==> config.mk <==
export PLATFORM = sky130hd
export DESIGN_NAME = cdirq_top
export DESIGN_NICKNAME = d
export VERILOG_FILES = /design/src/rtl/cdirq_pkg.sv /design/src/rtl/cdirq_sync.sv /design/src/rtl/cdirq_detect.sv /design/src/rtl/cdirq_local.sv /design/src/rtl/cdirq_global.sv /design/src/rtl/cdirq_top.sv
export SDC_FILE = /design/constraint.sdc
export NUM_CORES = 1
export LEC_CHECK = 0
export CAP_MARGIN = 20
export CELL_PAD_IN_SITES_DETAIL_PLACEMENT = 1
export CELL_PAD_IN_SITES_GLOBAL_PLACEMENT = 2
export CORE_ASPECT_RATIO = 0.7
export CORE_UTILIZATION = 37
export CTS_BUF_LIST = sky130_fd_sc_hd__clkbuf_4 sky130_fd_sc_hd__clkbuf_8
export DETAILED_ROUTE_END_ITERATION = 12
export DONT_BUFFER_PORTS = 1
export HOLD_SLACK_MARGIN = 0.15
export PLACE_DENSITY = 0.89
export SETUP_SLACK_MARGIN = 0.2
export SYNTH_ARGS = -nofsm -noshare
export SYNTH_HDL_FRONTEND = slang
export SYNTH_SLANG_ARGS = --single-unit
export TNS_END_PERCENT = 1
==> constraint.sdc <==
create_clock -name clk -period 1.45 [get_ports clk]
set_input_delay 0.0725 -clock clk [delete_from_list [all_inputs] [get_ports clk]]
set_output_delay 0.0725 -clock clk [all_outputs]
set_load 0.005 [all_outputs]
==> src/rtl/cdirq_pkg.sv <==
package cdirq_pkg;
  localparam int DATA_W = 32;
  localparam int EVT_W  = 12;
  localparam int ADDR_W = 8;

  localparam logic [ADDR_W-1:0] OFS_IFACE = 8'h00;
  localparam logic [ADDR_W-1:0] OFS_LSTS  = 8'h04;
  localparam logic [ADDR_W-1:0] OFS_LEN   = 8'h08;
  localparam logic [ADDR_W-1:0] OFS_GSTS  = 8'h0C;
  localparam logic [ADDR_W-1:0] OFS_GEN   = 8'h10;
  localparam logic [ADDR_W-1:0] OFS_SIGEN = 8'h14;

  localparam int BIT_CDET = 0;
  localparam int BIT_SCHG = 1;

  // positions the data path may set (card detect is internal)
  localparam logic [EVT_W-1:0] EXT_MASK = 12'hF0E;
  localparam logic [EVT_W-1:0] ALL_MASK = EXT_MASK | 12'h001;

  function automatic logic [EVT_W-1:0] f_sticky(input logic [EVT_W-1:0] cur,
                                                input logic [EVT_W-1:0] clr,
                                                input logic [EVT_W-1:0] set);
    return (cur & ~clr) | set;
  endfunction

  function automatic logic f_present(input logic [1:0] pins_n);
    return (pins_n == 2'b00);
  endfunction

  function automatic logic [DATA_W-1:0] f_iface(input logic [1:0] pins_n,
                                                input logic schg,
                                                input logic rdy,
                                                input logic iordy);
    logic [DATA_W-1:0] v;
    v    = '0;
    v[0] = schg;
    v[2] = pins_n[0];
    v[3] = pins_n[1];
    v[5] = rdy;
    v[6] = iordy;
    return v;
  endfunction
endpackage

==> src/rtl/cdirq_sync.sv <==
module cdirq_sync #(
  parameter int WIDTH = 2,
  parameter int STAGES = 2,
  parameter logic RST_VAL = 1'b1
) (
  input  logic             clk,
  input  logic             rst_n,
  input  logic [WIDTH-1:0] d_in,
  output logic [WIDTH-1:0] d_out
);
  for (genvar g = 0; g < WIDTH; g++) begin : g_pin
    logic [STAGES-1:0] chain;
    always_ff @(posedge clk or negedge rst_n) begin
      if (!rst_n) chain <= {STAGES{RST_VAL}};
      else        chain <= {chain[STAGES-2:0], d_in[g]};
    end
    assign d_out[g] = chain[STAGES-1];
  end
endmodule

==> src/rtl/cdirq_detect.sv <==
module cdirq_detect
  import cdirq_pkg::*;
(
  input  logic       clk,
  input  logic       rst_n,
  input  logic [1:0] det_n,
  output logic [1:0] det_sync_n,
  output logic       present,
  output logic       cdet_evt
);
  logic present_q;

  cdirq_sync #(.WIDTH(2), .STAGES(2), .RST_VAL(1'b1)) u_sync (
    .clk   (clk),
    .rst_n (rst_n),
    .d_in  (det_n),
    .d_out (det_sync_n)
  );

  assign present = f_present(det_sync_n);

  always_ff @(posedge clk or negedge rst_n) begin
    if (!rst_n) present_q <= 1'b0;
    else        present_q <= present;
  end

  assign cdet_evt = present ^ present_q;

  AST_PRESENT_BOTH_LOW: assert property (@(posedge clk) disable iff (!rst_n)
    present |-> (det_sync_n[0] == 1'b0 && det_sync_n[1] == 1'b0));
endmodule

==> src/rtl/cdirq_local.sv <==
module cdirq_local
  import cdirq_pkg::*;
(
  input  logic             clk,
  input  logic             rst_n,
  input  logic [EVT_W-1:0] evt,
  input  logic             sts_we,
  input  logic             len_we,
  input  logic [EVT_W-1:0] wdata,
  output logic [EVT_W-1:0] sts,
  output logic [EVT_W-1:0] len,
  output logic             loc_pend
);
  logic [EVT_W-1:0] clr_vec;
  logic [EVT_W-1:0] set_vec;

  assign clr_vec = sts_we ? wdata : '0;
  assign set_vec = evt & ALL_MASK;

  always_ff @(posedge clk or negedge rst_n) begin
    if (!rst_n) begin
      sts <= '0;
      len <= '0;
    end else begin
      sts <= f_sticky(sts, clr_vec, set_vec);
      if (len_we) len <= wdata & ALL_MASK;
    end
  end

  assign loc_pend = |(sts & len);

  AST_EVT_SETS: assert property (@(posedge clk) disable iff (!rst_n)
    (|(evt & ALL_MASK)) |=> ((sts & $past(evt & ALL_MASK)) == $past(evt & ALL_MASK)));
  AST_NO_SILENT_DROP: assert property (@(posedge clk) disable iff (!rst_n)
    !sts_we |=> ((sts & $past(sts)) == $past(sts)));
  AST_W1C_CLEARS: assert property (@(posedge clk) disable iff (!rst_n)
    sts_we |=> ((sts & $past(wdata & ~evt)) == '0));
  AST_RSVD_ZERO: assert property (@(posedge clk) disable iff (!rst_n)
    (sts & ~ALL_MASK) == '0);
endmodule

==> src/rtl/cdirq_global.sv <==
module cdirq_global (
  input  logic       clk,
  input  logic       rst_n,
  input  logic       loc_pend,
  input  logic       sib_req,
  input  logic       gsts_we,
  input  logic       gen_we,
  input  logic       sig_we,
  input  logic [1:0] wdata,
  output logic [1:0] gsts,
  output logic [1:0] gen,
  output logic       sig_en,
  output logic       irq
);
  logic [1:0] g_set;
  logic [1:0] g_clr;

  assign g_set = {sib_req, loc_pend};
  assign g_clr = gsts_we ? wdata : 2'b00;

  always_ff @(posedge clk or negedge rst_n) begin
    if (!rst_n) begin
      gsts   <= 2'b00;
      gen    <= 2'b00;
      sig_en <= 1'b0;
    end else begin
      gsts <= (gsts & ~g_clr) | g_set;
      if (gen_we) gen <= wdata;
      if (sig_we) sig_en <= wdata[0];
    end
  end

  assign irq = sig_en & (|(gsts & gen));

  AST_LOCAL_REACHES_GLOBAL: assert property (@(posedge clk) disable iff (!rst_n)
    loc_pend |=> gsts[0]);
  AST_SIB_REACHES_GLOBAL: assert property (@(posedge clk) disable iff (!rst_n)
    sib_req |=> gsts[1]);
  AST_IRQ_HAS_SOURCE: assert property (@(posedge clk) disable iff (!rst_n)
    irq |-> (sig_en && (gsts != 2'b00) && (gen != 2'b00)));
endmodule

==> src/rtl/cdirq_top.sv <==
module cdirq_top
  import cdirq_pkg::*;
(
  input  logic              clk,
  input  logic              rst_n,
  input  logic [1:0]        det_n,
  input  logic              card_ready,
  input  logic              io_ready,
  input  logic [EVT_W-1:0]  ext_evt,
  input  logic              sib_req,
  input  logic [ADDR_W-1:0] reg_addr,
  input  logic              reg_we,
  input  logic [DATA_W-1:0] reg_wdata,
  output logic [DATA_W-1:0] reg_rdata,
  output logic              irq
);
  logic [1:0]       det_sync_n;
  logic             present;
  logic             cdet_evt;
  logic [EVT_W-1:0] evt_vec;
  logic [EVT_W-1:0] lsts;
  logic [EVT_W-1:0] len;
  logic             loc_pend;
  logic [1:0]       gsts;
  logic [1:0]       gen;
  logic             sig_en;
  logic             unused_wdata;
  logic             unused_present;

  assign unused_wdata   = ^reg_wdata[DATA_W-1:EVT_W];
  assign unused_present = present;

  cdirq_detect u_detect (
    .clk        (clk),
    .rst_n      (rst_n),
    .det_n      (det_n),
    .det_sync_n (det_sync_n),
    .present    (present),
    .cdet_evt   (cdet_evt)
  );

  always_comb begin
    evt_vec = ext_evt & EXT_MASK;
    evt_vec[BIT_CDET] = cdet_evt;
  end

  cdirq_local u_local (
    .clk      (clk),
    .rst_n    (rst_n),
    .evt      (evt_vec),
    .sts_we   (reg_we && reg_addr == OFS_LSTS),
    .len_we   (reg_we && reg_addr == OFS_LEN),
    .wdata    (reg_wdata[EVT_W-1:0]),
    .sts      (lsts),
    .len      (len),
    .loc_pend (loc_pend)
  );

  cdirq_global u_global (
    .clk      (clk),
    .rst_n    (rst_n),
    .loc_pend (loc_pend),
    .sib_req  (sib_req),
    .gsts_we  (reg_we && reg_addr == OFS_GSTS),
    .gen_we   (reg_we && reg_addr == OFS_GEN),
    .sig_we   (reg_we && reg_addr == OFS_SIGEN),
    .wdata    (reg_wdata[1:0]),
    .gsts     (gsts),
    .gen      (gen),
    .sig_en   (sig_en),
    .irq      (irq)
  );

  always_comb begin
    reg_rdata = '0;
    case (reg_addr)
      OFS_IFACE: reg_rdata = f_iface(det_sync_n, lsts[BIT_SCHG], card_ready, io_ready);
      OFS_LSTS:  reg_rdata[EVT_W-1:0] = lsts;
      OFS_LEN:   reg_rdata[EVT_W-1:0] = len;
      OFS_GSTS:  reg_rdata[1:0] = gsts;
      OFS_GEN:   reg_rdata[1:0] = gen;
      OFS_SIGEN: reg_rdata[0] = sig_en;
      default:   reg_rdata = '0;
    endcase
  end

  AST_CDET_ON_SYNC_CHANGE: assert property (@(posedge clk) disable iff (!rst_n)
    (det_sync_n == 2'b00) != ($past(det_sync_n) == 2'b00) |-> cdet_evt || !$past(rst_n));
endmodule

## Yosys cells after proc, flatten, opt, wreduce, memory -nomap -nowiden

Index checks and enable logic that the tools add are counted.

- Register bits after elaboration: 30
- Input bits: 60
- Output and inout bits: 33
- Logic and storage cells: 37

- Equal/unequal tests: 5
- Multiplexer cells: 5
- Bitwise logic cells: 10
- Reduce and logical (&&, ||, !) cells: 9

Operator list:

| cell | count |
|---|---|
| case mux 10 bit (3 select lines) | 1 |
| AND 12 bit | 2 |
| equality test 8 x 4 -> 1 bit, second input constant | 2 |
| equality test 8 x 5 -> 1 bit, second input constant | 2 |
| 2-to-1 mux 12 bit | 1 |
| NOT 12 bit | 1 |
| OR 12 bit | 1 |
| OR reduction 12 bit | 1 |
| equality test 8 x 3 -> 1 bit, second input constant | 1 |
| logical NOT 8 bit | 1 |
| case mux 1 bit (6 select lines) | 1 |
| logical AND 1 bit | 5 |
| AND 2 bit | 2 |
| case mux 1 bit (4 select lines) | 1 |
| logical NOT 2 bit | 1 |
| 2-to-1 mux 2 bit | 1 |
| NOT 2 bit | 1 |
| OR 2 bit | 1 |
| OR reduction 2 bit | 1 |
| AND 1 bit | 1 |
| XOR 1 bit | 1 |

## Longest topological paths before layout

Gate-level depths: netlist (run 1).

- Depth in word-level cells: 6
- Gate-level depth with buffers: 5
- Depth with buffers taken out: 3

## Modules after synthesis

Synthesis (run 1) repeated with hierarchy kept, for this count alone.

- Cell total of the unflattened synthesis: 146
- Area total of the unflattened synthesis: 1,706.6 um^2

By module, submodules not included:

| module | times used | cells each | area each (um^2) | seq. area each (um^2) |
|---|---|---|---|---|
| cdirq_local | 1 | 60 | 829.5 | 500.5 |
| cdirq_top | 1 | 63 | 514.2 | 0.0 |
| cdirq_global | 1 | 14 | 202.7 | 125.1 |
| cdirq_sync | 1 | 6 | 120.1 | 105.1 |
| cdirq_detect | 1 | 3 | 40.0 | 25.0 |

## Worst setup path after synthesis (run 1)

OpenSTA, ideal clock, no wires.

- Path kind: input-to-reg
- Start point: input reg_addr[5]
- End point: register u_local.len[0]
- Library setup time: 125 ps
- Arrival time: 1,042 ps
- Required time: 1,325 ps
- Path slack: 284 ps
- Stages: 3
- Path buffers: 0
- Cell sequence: nor4b_4 nand3_4 mux2_2

- Longest elaborated chain between the ends: 2

Ends and longest elaborated chain:

| element | RTL line | source |
|---|---|---|
| start: declaration | cdirq_top.sv:11 | `input logic [ADDR_W-1:0] reg_addr,` |
| equality test 8 x 4 -> 1 bit | cdirq_top.sv:52 | `.len_we (reg_we && reg_addr == OFS_LEN),` |
| logical AND 1 bit | cdirq_top.sv:52 |  |
| end signal: assignment | cdirq_local.sv:26 | `if (len_we) len <= wdata & ALL_MASK;` |
| end: declaration | cdirq_local.sv:11 | `output logic [EVT_W-1:0] len,` |

Every way passes these cells.
A chain may end at the register's enable or synchronous reset.

## Final worst setup path (run 1)

- Start point: register u_local.len[0]
- End point: output reg_rdata[0]

- Longest elaborated chain between the ends: 1

Ends and longest elaborated chain:

| element | RTL line | source |
|---|---|---|
| case mux 1 bit (6 select lines) | cdirq_top.sv:76 | `case (reg_addr)` |
| end: declaration | cdirq_top.sv:14 | `output logic [DATA_W-1:0] reg_rdata,` |

Every way passes these cells.

==> flow_metrics.py, run 1 <==
metrics = {
    "status": {
        "run_status": "finished, violations left",
        "violations": "negative setup slack",
    },
    "grt": {
        "grt_max_degree": 31,
        "grt_first_pass_wirelength_um": 6610,
        "grt-ovfl-total": 0,
        "antenna_found_initial": 0,
        "track_usage_pct": 19.8,
        "grt_pass1_vias": 1342,
    },
    "sta": {
        "finClkSkew_ps": 8.72,
        "final-setup-viol-count": 1,
        "fin_crit_ps": 1580,
        "post-route-period-util_pct": 109,
        "fmaxAchievable_ghz": 0.632,
        "final_hold_viol_count": 0,
        "final_max_slew_viol_count": 0,
        "rsz0062_at_grt": "yes",
        "worst_slack_ps": -133,
    },
    "job": {
        "cap_violations": 0,
    },
    "power": {
        "p_per_area_mw_per_mm2": 913,
        "p_switching_w": 0.000443,
        "comb_power_share_pct": 10.1,
        "leakagePower_nw": 0.910,
        "ir_drop_v": 0.000518,
        "seqPwrFrac_pct": 45.9,
        "switching_share_pct": 23.1,
        "p_int_w": 0.00147,
        "clockPowerShare_pct": 44.0,
    },
    "floorplanning": {
        "core_area_mm2": 0.00433,
        "die_w_um": 82.2,
        "die_area_mm2": 0.00478,
        "rows": 20,
        "start_util_pct": 38.5,
        "io_pins": 93,
        "dieHeight_um": 58.1,
    },
    "synthesis": {
        "synth_area_per_cell_um2": 10.5,
        "ys_ff_latch": 30,
        "yosysWarnings": 0,
        "synth_top_family_by_area": "simple AND/OR/NAND/NOR gates",
        "synth_area_mm2": 0.00167,
        "synth_cells": 159,
        "synthAdderAreaFrac_pct": 0,
        "synth-xor-area-share_pct": 0.526,
        "synth_simple_gate_area_share_pct": 18.0,
        "synthMuxAreaShare_pct": 11.5,
        "ys_seq_area_share_pct": 45.4,
        "synth.distinct_cells": 34,
        "synth_compound_area_share_pct": 11.7,
    },
    "worst_setup_path": {
        "cp-end-kind": "output port",
        "critPathLaunchType": "flip-flop",
        "crit_path_max_fanout": 2,
        "startpoint": "u_local.len[0]",
        "path_class": "flip-flop to output port",
        "crit_chain": "mux4_2 -> a22oi_2 -> nor4b_1 -> buf_4",
        "cp.required_ps": 1380,
        "slowest_delay_ps": 470,
        "r2r-start": "u_local.sts[0]",
        "cp.arrival_ps": 1510,
        "cp_slowest_cell": "mux4_2",
    },
    "clocking": {
        "clkTransAtPathRegs_ps": 70,
        "clock-sinks": 30,
        "cts_tree": "done",
        "h-tree-depth": 2,
        "clockBufferDepth": 2,
        "cts_made_buffers": 5,
        "cts_hold_buffers": 24,
        "clock_latency_ps": 290,
        "cts_root_buf": "clkbuf_8",
    },
    "routing": {
        "top_layer": "met4",
        "drtIter0Drc": 87,
        "remaining_drc_errors": 0,
        "wl_met1_um": 1870,
        "routed_wl_um": 4360,
        "vias_per_cell": 5.20,
        "wl_per_cell_um": 17.5,
        "wl_met2_um": 2110,
        "num_vias": 1294,
        "drt_pass1_iterations": 4,
        "postRouteAntennaNets": 0,
        "met3_wirelength_um": 354,
    },
    "min_path": {
        "hold_start": "reg_addr[4]",
        "worstHoldPathType": "primary input to flip-flop",
    },
    "finish": {
        "nets": 253,
        "drive_above_1_share_pct": 21.1,
        "finish.utilization_pct": 48.4,
        "area_growth_pct": 25.8,
        "antenna_cells": 0,
    },
    "placement": {
        "io_buffer_count": 0,
        "gp_routability_congestion": 0.798,
        "dp_hpwl_um": 3000,
        "dp_slack_ps": 60.2,
    },
}
[registers in the layout (all words and copies together) (netlist names)]
signal and count:
u_global.sig_en 1, u_local.sts 12, u_global.gsts 2, u_global.gen 2, u_detect.u_sync.g_pin.chain 4, u_detect.present_q 1
u_local.len 8
[logic make-up (layout without fill, tap and decap cells)]
group | Yosys count | count (layout)
AOI/OAI and AO/OA | 28 | 28
DFF | 30 | 30
buffers and inverters | 35 | 51
other | 1 | 20
muxes | 16 | 16
xor gates and xnor gates | 1 | 1
and+or+nand+nor | 48 | 48
[layout make-up]
| class | count | area (µm²) |
|---|---|---|
| clock buffer | 5 | 68.8 |
| clock inverter | 3 | 40.0 |
| fill | 473 | 2230 |
| inverter | 9 | 33.8 |
| multi-input combinational | 113 | 778 |
| sequential | 30 | 756 |
| tap | 55 | 68.8 |
| timing repair buffer | 34 | 350 |
[layer usage]
layer  up-vias  global-route usage, %
met4         0                   4.51
met3         5                   7.87
met5         -                      0
met2        56                   32.8
met1       632                   24.1
li1        601                      -
[power groups by stage]
| stage | clock (W) | sequential [W] | combinational (W) |
|---|---|---|---|
| 2_1_floorplan | 0 | 0.000889 | 0.000131 |
| 3_3_place_gp | 0 | 0.000893 | 0.000102 |
| 3_5_place_dp | 0 | 0.000894 | 0.000106 |
| 4_1_cts | 0.000858 | 0.000878 | 0.000192 |
| 5_1_grt | 0.000907 | 0.000880 | 0.000215 |
| 6_report | 0.000841 | 0.000878 | 0.000194 |
[final timing paths]
kind | to | slack [ps] | depth (start not counted)
max in group asynchronous | u_detect.u_sync.g_pin[1].chain[1] | 980 | 2
hold reg to reg | u_detect.u_sync.g_pin[0].chain[1] | 360 | 0
hold / removal | u_global.sig_en | 20 | 2
setup / recovery | reg_rdata[0] | -130 | 4
min in group asynchronous | u_local.len[2] | 240 | 2
setup reg to reg | u_global.gsts[0] | 300 | 4
[repair_timing]
item	4_1_cts	5_1_grt
cloned	0	0
endpoints found under the hold margin	57	4
endpoints found under the setup margin	1	3
resized for setup	2	1
setup buffers	3	0
[cells in the mapped netlist, drive strengths merged]
cell type	instances	share of area (%)
nand2b	1	0.38
nand4	6	2.3
a21o	1	0.45
nor3	2	0.90
mux4	1	1.6
a21boi	4	1.8
nor2	10	2.3
nor4	1	0.75
buf	23	9.9
o211ai	3	1.4
nand4b	2	1.1
dfrtp	26	39
and4	3	1.6
nor2b	3	1.1
dfstp	4	6.3
nand2	9	2.0
a31oi	8	3.0
mux2i	3	1.8
o22ai	5	1.9
a211o	1	0.53
clkbuf	3	0.68
inv	9	2.0
a22oi	6	2.7
nand3	7	2.9
conb	1	0.23
mux2	12	8.1
and3b	1	0.53
xnor2	1	0.53
and2	1	0.38
nor4b	2	2.0
[critical path: cells and delay by family, from the launching register on]
kind                   cells  cell delay (ps)
and+or+nand+nor            1               70
buffers and inverters      1              130
DFF                        1              400
muxes                      1              470
AOI/OAI and AO/OA          1              140
[metrics by stage]
step,hold WS [ps],total power (W),cells,setup TNS [ps],area (µm²)
global placement,-222,0.000994,214,0,1710
CTS,11.4,0.00193,249,-131,2090
finish,18.2,0.00191,249,-133,2100
global route,17.6,0.00200,249,-180,2100
floorplan,-223,0.00102,178,0,1740
detailed placement,-222,0.00100,214,0,1710
[cells in the final DEF (no fill, tap or decap), types with 8 or more instances in the layout]
cell,count
a31oi_1,8
buf_4,8
conb_1,20
dfrtp_1,26
dlygate4sd3_1,23
inv_1,9
mux2_2,12
nand2_1,9
nor2_1,10
No activity file was read; power rests on OpenSTA's default activity.
==> run 2, diff against run 1 <==
--- a/config.mk
+++ b/config.mk
@@ -6,10 +6,8 @@
 export NUM_CORES = 1
 export LEC_CHECK = 0
 export CAP_MARGIN = 20
-export CELL_PAD_IN_SITES_DETAIL_PLACEMENT = 1
-export CELL_PAD_IN_SITES_GLOBAL_PLACEMENT = 2
 export CORE_ASPECT_RATIO = 0.7
-export CORE_UTILIZATION = 37
+export CORE_UTILIZATION = 65
 export CTS_BUF_LIST = sky130_fd_sc_hd__clkbuf_4 sky130_fd_sc_hd__clkbuf_8
 export DETAILED_ROUTE_END_ITERATION = 12
 export DONT_BUFFER_PORTS = 1
==> constraint.sdc (replaced) <==
create_clock -name clk -period 1.45 [get_ports clk]
set_input_delay 0.435 -clock clk [delete_from_list [all_inputs] [get_ports clk]]
set_output_delay 0.435 -clock clk [all_outputs]
set_load 0.005 [all_outputs]
==> run 2 against run 1 <==
Wire length is 9.8% lower. Global-route usage is 12 points higher. Fmax is 15% lower. Setup slack worse by 290 ps. Final cell count is 16% lower. Via count is 1.4% higher. Largest power group unchanged. Core utilization is 36 points higher. Critical path depth is 1 lower. The run still ends with negative setup slack left. Clock power is 4.5% higher. Count of clock-buffer cells in the layout is 1 higher. Design area is 8.1% lower.
==> flow_metrics.py, run 2 (synthesized netlist as in run 1, its figures left out) <==
metrics = {
    "grt": {
        "track_usage_pct": 31.3,
        "grt_first_pass_wirelength_um": 6290,
        "grt-ovfl-total": 0,
        "grt_max_degree": 31,
        "antenna_found_initial": 0,
        "grt_pass1_vias": 1302,
    },
    "floorplanning": {
        "core_area_mm2": 0.00228,
        "die_w_um": 62.5,
        "die_area_mm2": 0.00277,
        "io_pins": 93,
        "rows": 14,
        "start_util_pct": 73.1,
        "dieHeight_um": 44.4,
    },
    "worst_setup_path": {
        "crit_family": "multiplexers",
        "path_class": "flip-flop to output port",
        "slowest_delay_ps": 470,
        "reg2regPathDepth": 5,
        "cp.required_ps": 1020,
        "startpoint": "u_local.len[0]",
        "cp.arrival_ps": 1440,
        "r2r-start": "u_local.len[0]",
        "cp-end-kind": "output port",
        "crit_chain": "mux4_2 -> a22oi_2 -> nor4b_1",
        "crit_buf_inv": 0,
        "timing.rr.end": "u_global.gsts[0]",
        "endpoint": "reg_rdata[0]",
        "reg2reg_slack_ps": 110,
        "crit_cells": 3,
        "crit_path_max_fanout": 2,
        "critPathLaunchType": "flip-flop",
        "cp_slowest_cell": "mux4_2",
    },
    "power": {
        "switching_share_pct": 20.7,
        "clockPowerShare_pct": 45.9,
        "power_w": 0.00191,
        "seqPwrFrac_pct": 46.0,
        "p_per_area_mw_per_mm2": 994,
        "comb_power_share_pct": 8.1,
        "p_int_w": 0.00152,
        "p_switching_w": 0.000396,
        "leakagePower_nw": 0.849,
        "ir_drop_v": 0.000899,
    },
    "clocking": {
        "cts_root_buf": "clkbuf_4",
        "cts_tree": "done",
        "clock-sinks": 30,
        "clockBufferDepth": 2,
        "clkTransAtPathRegs_ps": 100,
        "h-tree-depth": 2,
        "clock_latency_ps": 330,
        "cts_made_buffers": 5,
    },
    "finish": {
        "drive_above_1_share_pct": 29.4,
        "top_register": "u_local.sts",
        "area_growth_pct": 15.7,
        "layout_commonest_cell": "dfrtp_1",
        "final_cell_mix": "dfrtp_1 (26), conb_1 (20), mux2_2 (12), buf_4 (12)",
        "antenna_cells": 0,
        "largestRegisters": "u_local.sts (12), u_local.len (8), u_detect.u_sync.g_pin.chain (4)",
        "largest_reg_flops": 12,
        "nets": 236,
        "fillers": 119,
    },
    "routing": {
        "wl_per_cell_um": 18.8,
        "remaining_drc_errors": 0,
        "vias_per_cell": 6.28,
        "drtIter0Drc": 56,
        "num_vias": 1312,
        "postRouteAntennaNets": 0,
        "drt_pass1_iterations": 4,
        "routed_wl_um": 3930,
    },
    "min_path": {
        "worstHoldPathType": "primary input to flip-flop",
        "whs_path_depth": 1,
    },
    "sta": {
        "final_hold_viol_count": 0,
        "rsz0062_at_grt": "yes",
        "setup-tns-final_ps": -1940,
        "post-route-period-util_pct": 129,
        "worst_slack_ps": -420,
        "final_max_slew_viol_count": 0,
        "fmaxAchievable_ghz": 0.535,
        "final-setup-viol-count": 13,
        "finClkSkew_ps": 12.4,
        "fin_crit_ps": 1870,
    },
    "job": {
        "cap_violations": 0,
    },
    "status": {
        "violations": "negative setup slack",
        "run_status": "finished, violations left",
    },
    "placement": {
        "dp_slack_ps": -225,
        "gp_routability_congestion": 0.900,
        "io_buffer_count": 0,
        "dp_hpwl_um": 2750,
    },
}
run 2: cell type report:
type                       count  area, µm²  share of cell area [%]
clock inverter                 2       60.1                    3.12
sequential                    30        756                    39.2
clock buffer                   6       51.3                    2.66
tap                           32       40.0                    2.08
timing repair buffer          17        160                    8.31
inverter                       9       33.8                    1.75
multi-input combinational    113        826                    42.9
run 2: per-layer routing:
| layer | up-vias | wire length, µm | GRT usage [%] |
|---|---|---|---|
| met5 | - | 0 | 0 |
| met1 | 635 | 1570 | 38.0 |
| met2 | 92 | 1930 | 53.3 |
| li1 | 572 | - | - |
| met3 | 13 | 335 | 8.76 |
| met4 | 0 | 91 | 14.9 |
run 2: what timing repair did:
action                                  CTS  global route
resized for setup                         9             1
hold endpoints to repair                 32             0
pin swaps                                 8             5
endpoints found under the setup margin   13            13
hold buffers                              4             0
setup buffers                             0             1
run 2: power groups by stage:
stage	registers (W)	clock network, W	logic (W)
after global placement	0.000892	0	0.000106
after floorplan	0.000889	0	0.000135
final	0.000881	0.000879	0.000154
after global routing	0.000883	0.000924	0.000169
after CTS	0.000879	0.000884	0.000148
after detailed placement	0.000895	0	0.000113
run 2: how the worst min path moves through the flow:
stage,startpoint,endpoint,slack [ps]
after floorplan,rst_n,u_detect.present_q,140
after global placement,rst_n,u_global.gen[1],140
after detailed placement,rst_n,u_global.gen[0],140
after global routing,reg_wdata[2],u_local.sts[2],180
final,reg_wdata[8],u_local.sts[8],190
after CTS,reg_wdata[8],u_local.sts[8],180
run 2: per-stage QoR:
| step | util (%) | hold slack (ps) | area (µm²) | std cells |
|---|---|---|---|---|
| after floorplan | - | 139 | 1760 | 178 |
| final | 84.6 | 185 | 1930 | 209 |
| after CTS | 84.1 | 183 | 1910 | 208 |
| after global placement | 75.4 | 140 | 1720 | 196 |
| after global routing | 84.6 | 176 | 1930 | 209 |
| after detailed placement | 75.4 | 140 | 1720 | 196 |
==> run 3, diff against run 2 <==
--- a/config.mk
+++ b/config.mk
@@ -6,13 +6,14 @@
 export NUM_CORES = 1
 export LEC_CHECK = 0
 export CAP_MARGIN = 20
+export CELL_PAD_IN_SITES_DETAIL_PLACEMENT = 1
+export CELL_PAD_IN_SITES_GLOBAL_PLACEMENT = 1
 export CORE_ASPECT_RATIO = 0.7
-export CORE_UTILIZATION = 65
-export CTS_BUF_LIST = sky130_fd_sc_hd__clkbuf_4 sky130_fd_sc_hd__clkbuf_8
+export CORE_UTILIZATION = 45
 export DETAILED_ROUTE_END_ITERATION = 12
 export DONT_BUFFER_PORTS = 1
 export HOLD_SLACK_MARGIN = 0.15
-export PLACE_DENSITY = 0.89
+export PLACE_DENSITY = 0.86
 export SETUP_SLACK_MARGIN = 0.2
 export SYNTH_ARGS = -nofsm -noshare
 export SYNTH_HDL_FRONTEND = slang
==> run 3 against run 2 <==
The run still ends with negative setup slack left. Sequential power is essentially flat. Via count grew 2.6%. Critical endpoint unchanged. Critical path type unchanged. Non-clock buffer count grew 8.
==> flow_metrics.py, run 3 (synthesized netlist as in run 1, its figures left out) <==
metrics = {
    "routing": {
        "postRouteAntennaNets": 0,
        "drt_pass1_iterations": 4,
        "num_vias": 1346,
        "routed_wl_um": 4800,
        "remaining_drc_errors": 0,
        "wl_per_cell_um": 20.4,
        "vias_per_cell": 5.73,
        "drtIter0Drc": 119,
    },
    "sta": {
        "finClkSkew_ps": 2.78,
        "final_max_slew_viol_count": 0,
        "final_hold_viol_count": 0,
        "hold_ws_ps": 241,
        "worst_slack_ps": -501,
        "fmaxAchievable_ghz": 0.513,
        "final-setup-viol-count": 13,
        "post-route-period-util_pct": 135,
        "fin_crit_ps": 1950,
        "rsz0062_at_grt": "yes",
    },
    "worst_setup_path": {
        "crit_chain": "mux4_2 -> a22oi_2 -> nor4b_1 -> buf_4",
        "critPathLaunchType": "flip-flop",
        "reg2reg_slack_ps": 80,
        "cp-end-kind": "output port",
        "cp.required_ps": 1020,
        "crit_family": "multiplexers",
        "crit_path_max_fanout": 2,
        "cp.arrival_ps": 1520,
        "slowest_delay_ps": 480,
        "crit_buf_inv": 1,
        "path_class": "flip-flop to output port",
        "cp_slowest_cell": "mux4_2",
    },
    "finish": {
        "finish.utilization_pct": 56.3,
        "largest_reg_flops": 12,
        "antenna_cells": 0,
        "final_cell_mix": "dfrtp_1 (26), conb_1 (20), buf_4 (20), mux2_2 (12), nor2_1 (10)",
        "area_growth_pct": 19.6,
        "drive_above_1_share_pct": 31.4,
        "layout_commonest_cell": "dfrtp_1",
        "largestRegisters": "u_local.sts (12), u_local.len (8), u_detect.u_sync.g_pin.chain (4)",
        "design_area_mm2": 0.00199,
        "top_register": "u_local.sts",
        "nets": 244,
    },
    "grt": {
        "track_usage_pct": 26.8,
        "grt_first_pass_wirelength_um": 7330,
        "antenna_found_initial": 0,
        "grt_pass1_vias": 1398,
        "grt-ovfl-total": 0,
        "grt_max_degree": 31,
    },
    "power": {
        "p_per_area_mw_per_mm2": 947,
        "power_w": 0.00189,
        "ir_drop_v": 0.000514,
        "leakagePower_nw": 0.886,
    },
    "clocking": {
        "h-tree-depth": 2,
        "clock_latency_ps": 280,
        "clock-sinks": 30,
        "cts_root_buf": "clkbuf_8",
        "cts_made_buffers": 5,
        "clockBufferDepth": 2,
        "cts_tree": "done",
        "clkTransAtPathRegs_ps": 70,
    },
    "status": {
        "run_status": "finished, violations left",
        "violations": "negative setup slack",
    },
    "floorplanning": {
        "core_area_mm2": 0.00354,
        "die_w_um": 74.7,
        "io_pins": 93,
        "rows": 18,
        "die_area_mm2": 0.00395,
        "dieHeight_um": 52.9,
        "start_util_pct": 47.1,
    },
    "placement": {
        "dp_hpwl_um": 3310,
        "io_buffer_count": 0,
        "dp_slack_ps": -346,
        "dpl_cell_area_mm2": 0.00177,
        "gp_routability_congestion": 0.872,
    },
    "job": {
        "cap_violations": 0,
    },
    "min_path": {
        "worstHoldPathType": "primary input to flip-flop",
    },
}
## run 3: layout make-up
type                    instances  area (µm²)
clock buffers                   5        68.8
clock inverters                 3        40.0
fillers                       393        1540
inverters                       9        33.8
multi-input cells             113         820
flip-flops and latches         30         756
well taps                      50        62.6
repair buffers                 25         211
## run 3: stage by stage
stage	TNS (ps)	cells
after global placement	-2830	219
after global routing	-3310	235
after floorplan	-3050	178
after detailed placement	-3420	219
final	-2670	235
after CTS	-2560	233
## run 3: routing by layer
layer | track usage (%) | vias to the layer above | part of all wire, %
li1 | - | 585 | -
met1 | 33.0 | 679 | 41
met2 | 43.8 | 70 | 49
met3 | 7.24 | 12 | 7.8
met4 | 12.6 | 0 | 2.5
met5 | 0 | - | 0
## run 3: where the power goes
part           switching (W)  leakage, nW  internal [W]
registers          0.0000153        0.350      0.000864
logic              0.0000884        0.478     0.0000766
clock network       0.000337       0.0579      0.000505
total               0.000441        0.886       0.00145
## run 3: worst paths after layout
check | startpoint | endpoint | cells past startpoint
setup / recovery | u_global.gsts[0] | reg_rdata[0] | 4
hold / removal | reg_wdata[9] | u_local.sts[9] | 1
setup reg to reg | u_local.sts[1] | u_global.gsts[0] | 5
hold reg to reg | u_detect.u_sync.g_pin[0].chain[0] | u_detect.u_sync.g_pin[0].chain[1] | 0
max in group asynchronous | rst_n | u_detect.u_sync.g_pin[0].chain[0] | 2
min in group asynchronous | rst_n | u_local.len[9] | 2
## run 3: worst reg2reg max path: stages, from the launching register on
cell and delay, ps:
dfrtp_1 400, buf_4 150, buf_4 140, a22oi_1 230, nand2_1 100, a211o_1 240
## run 3: timing repair
item                                    4_1_cts  5_1_grt
pin swaps                                     4        8
cloned                                        0        0
setup buffers                                 2        2
endpoints found under the hold margin        32        0
resized for setup                             4        5
endpoints found under the setup margin       18       36
hold buffers                                  4        0
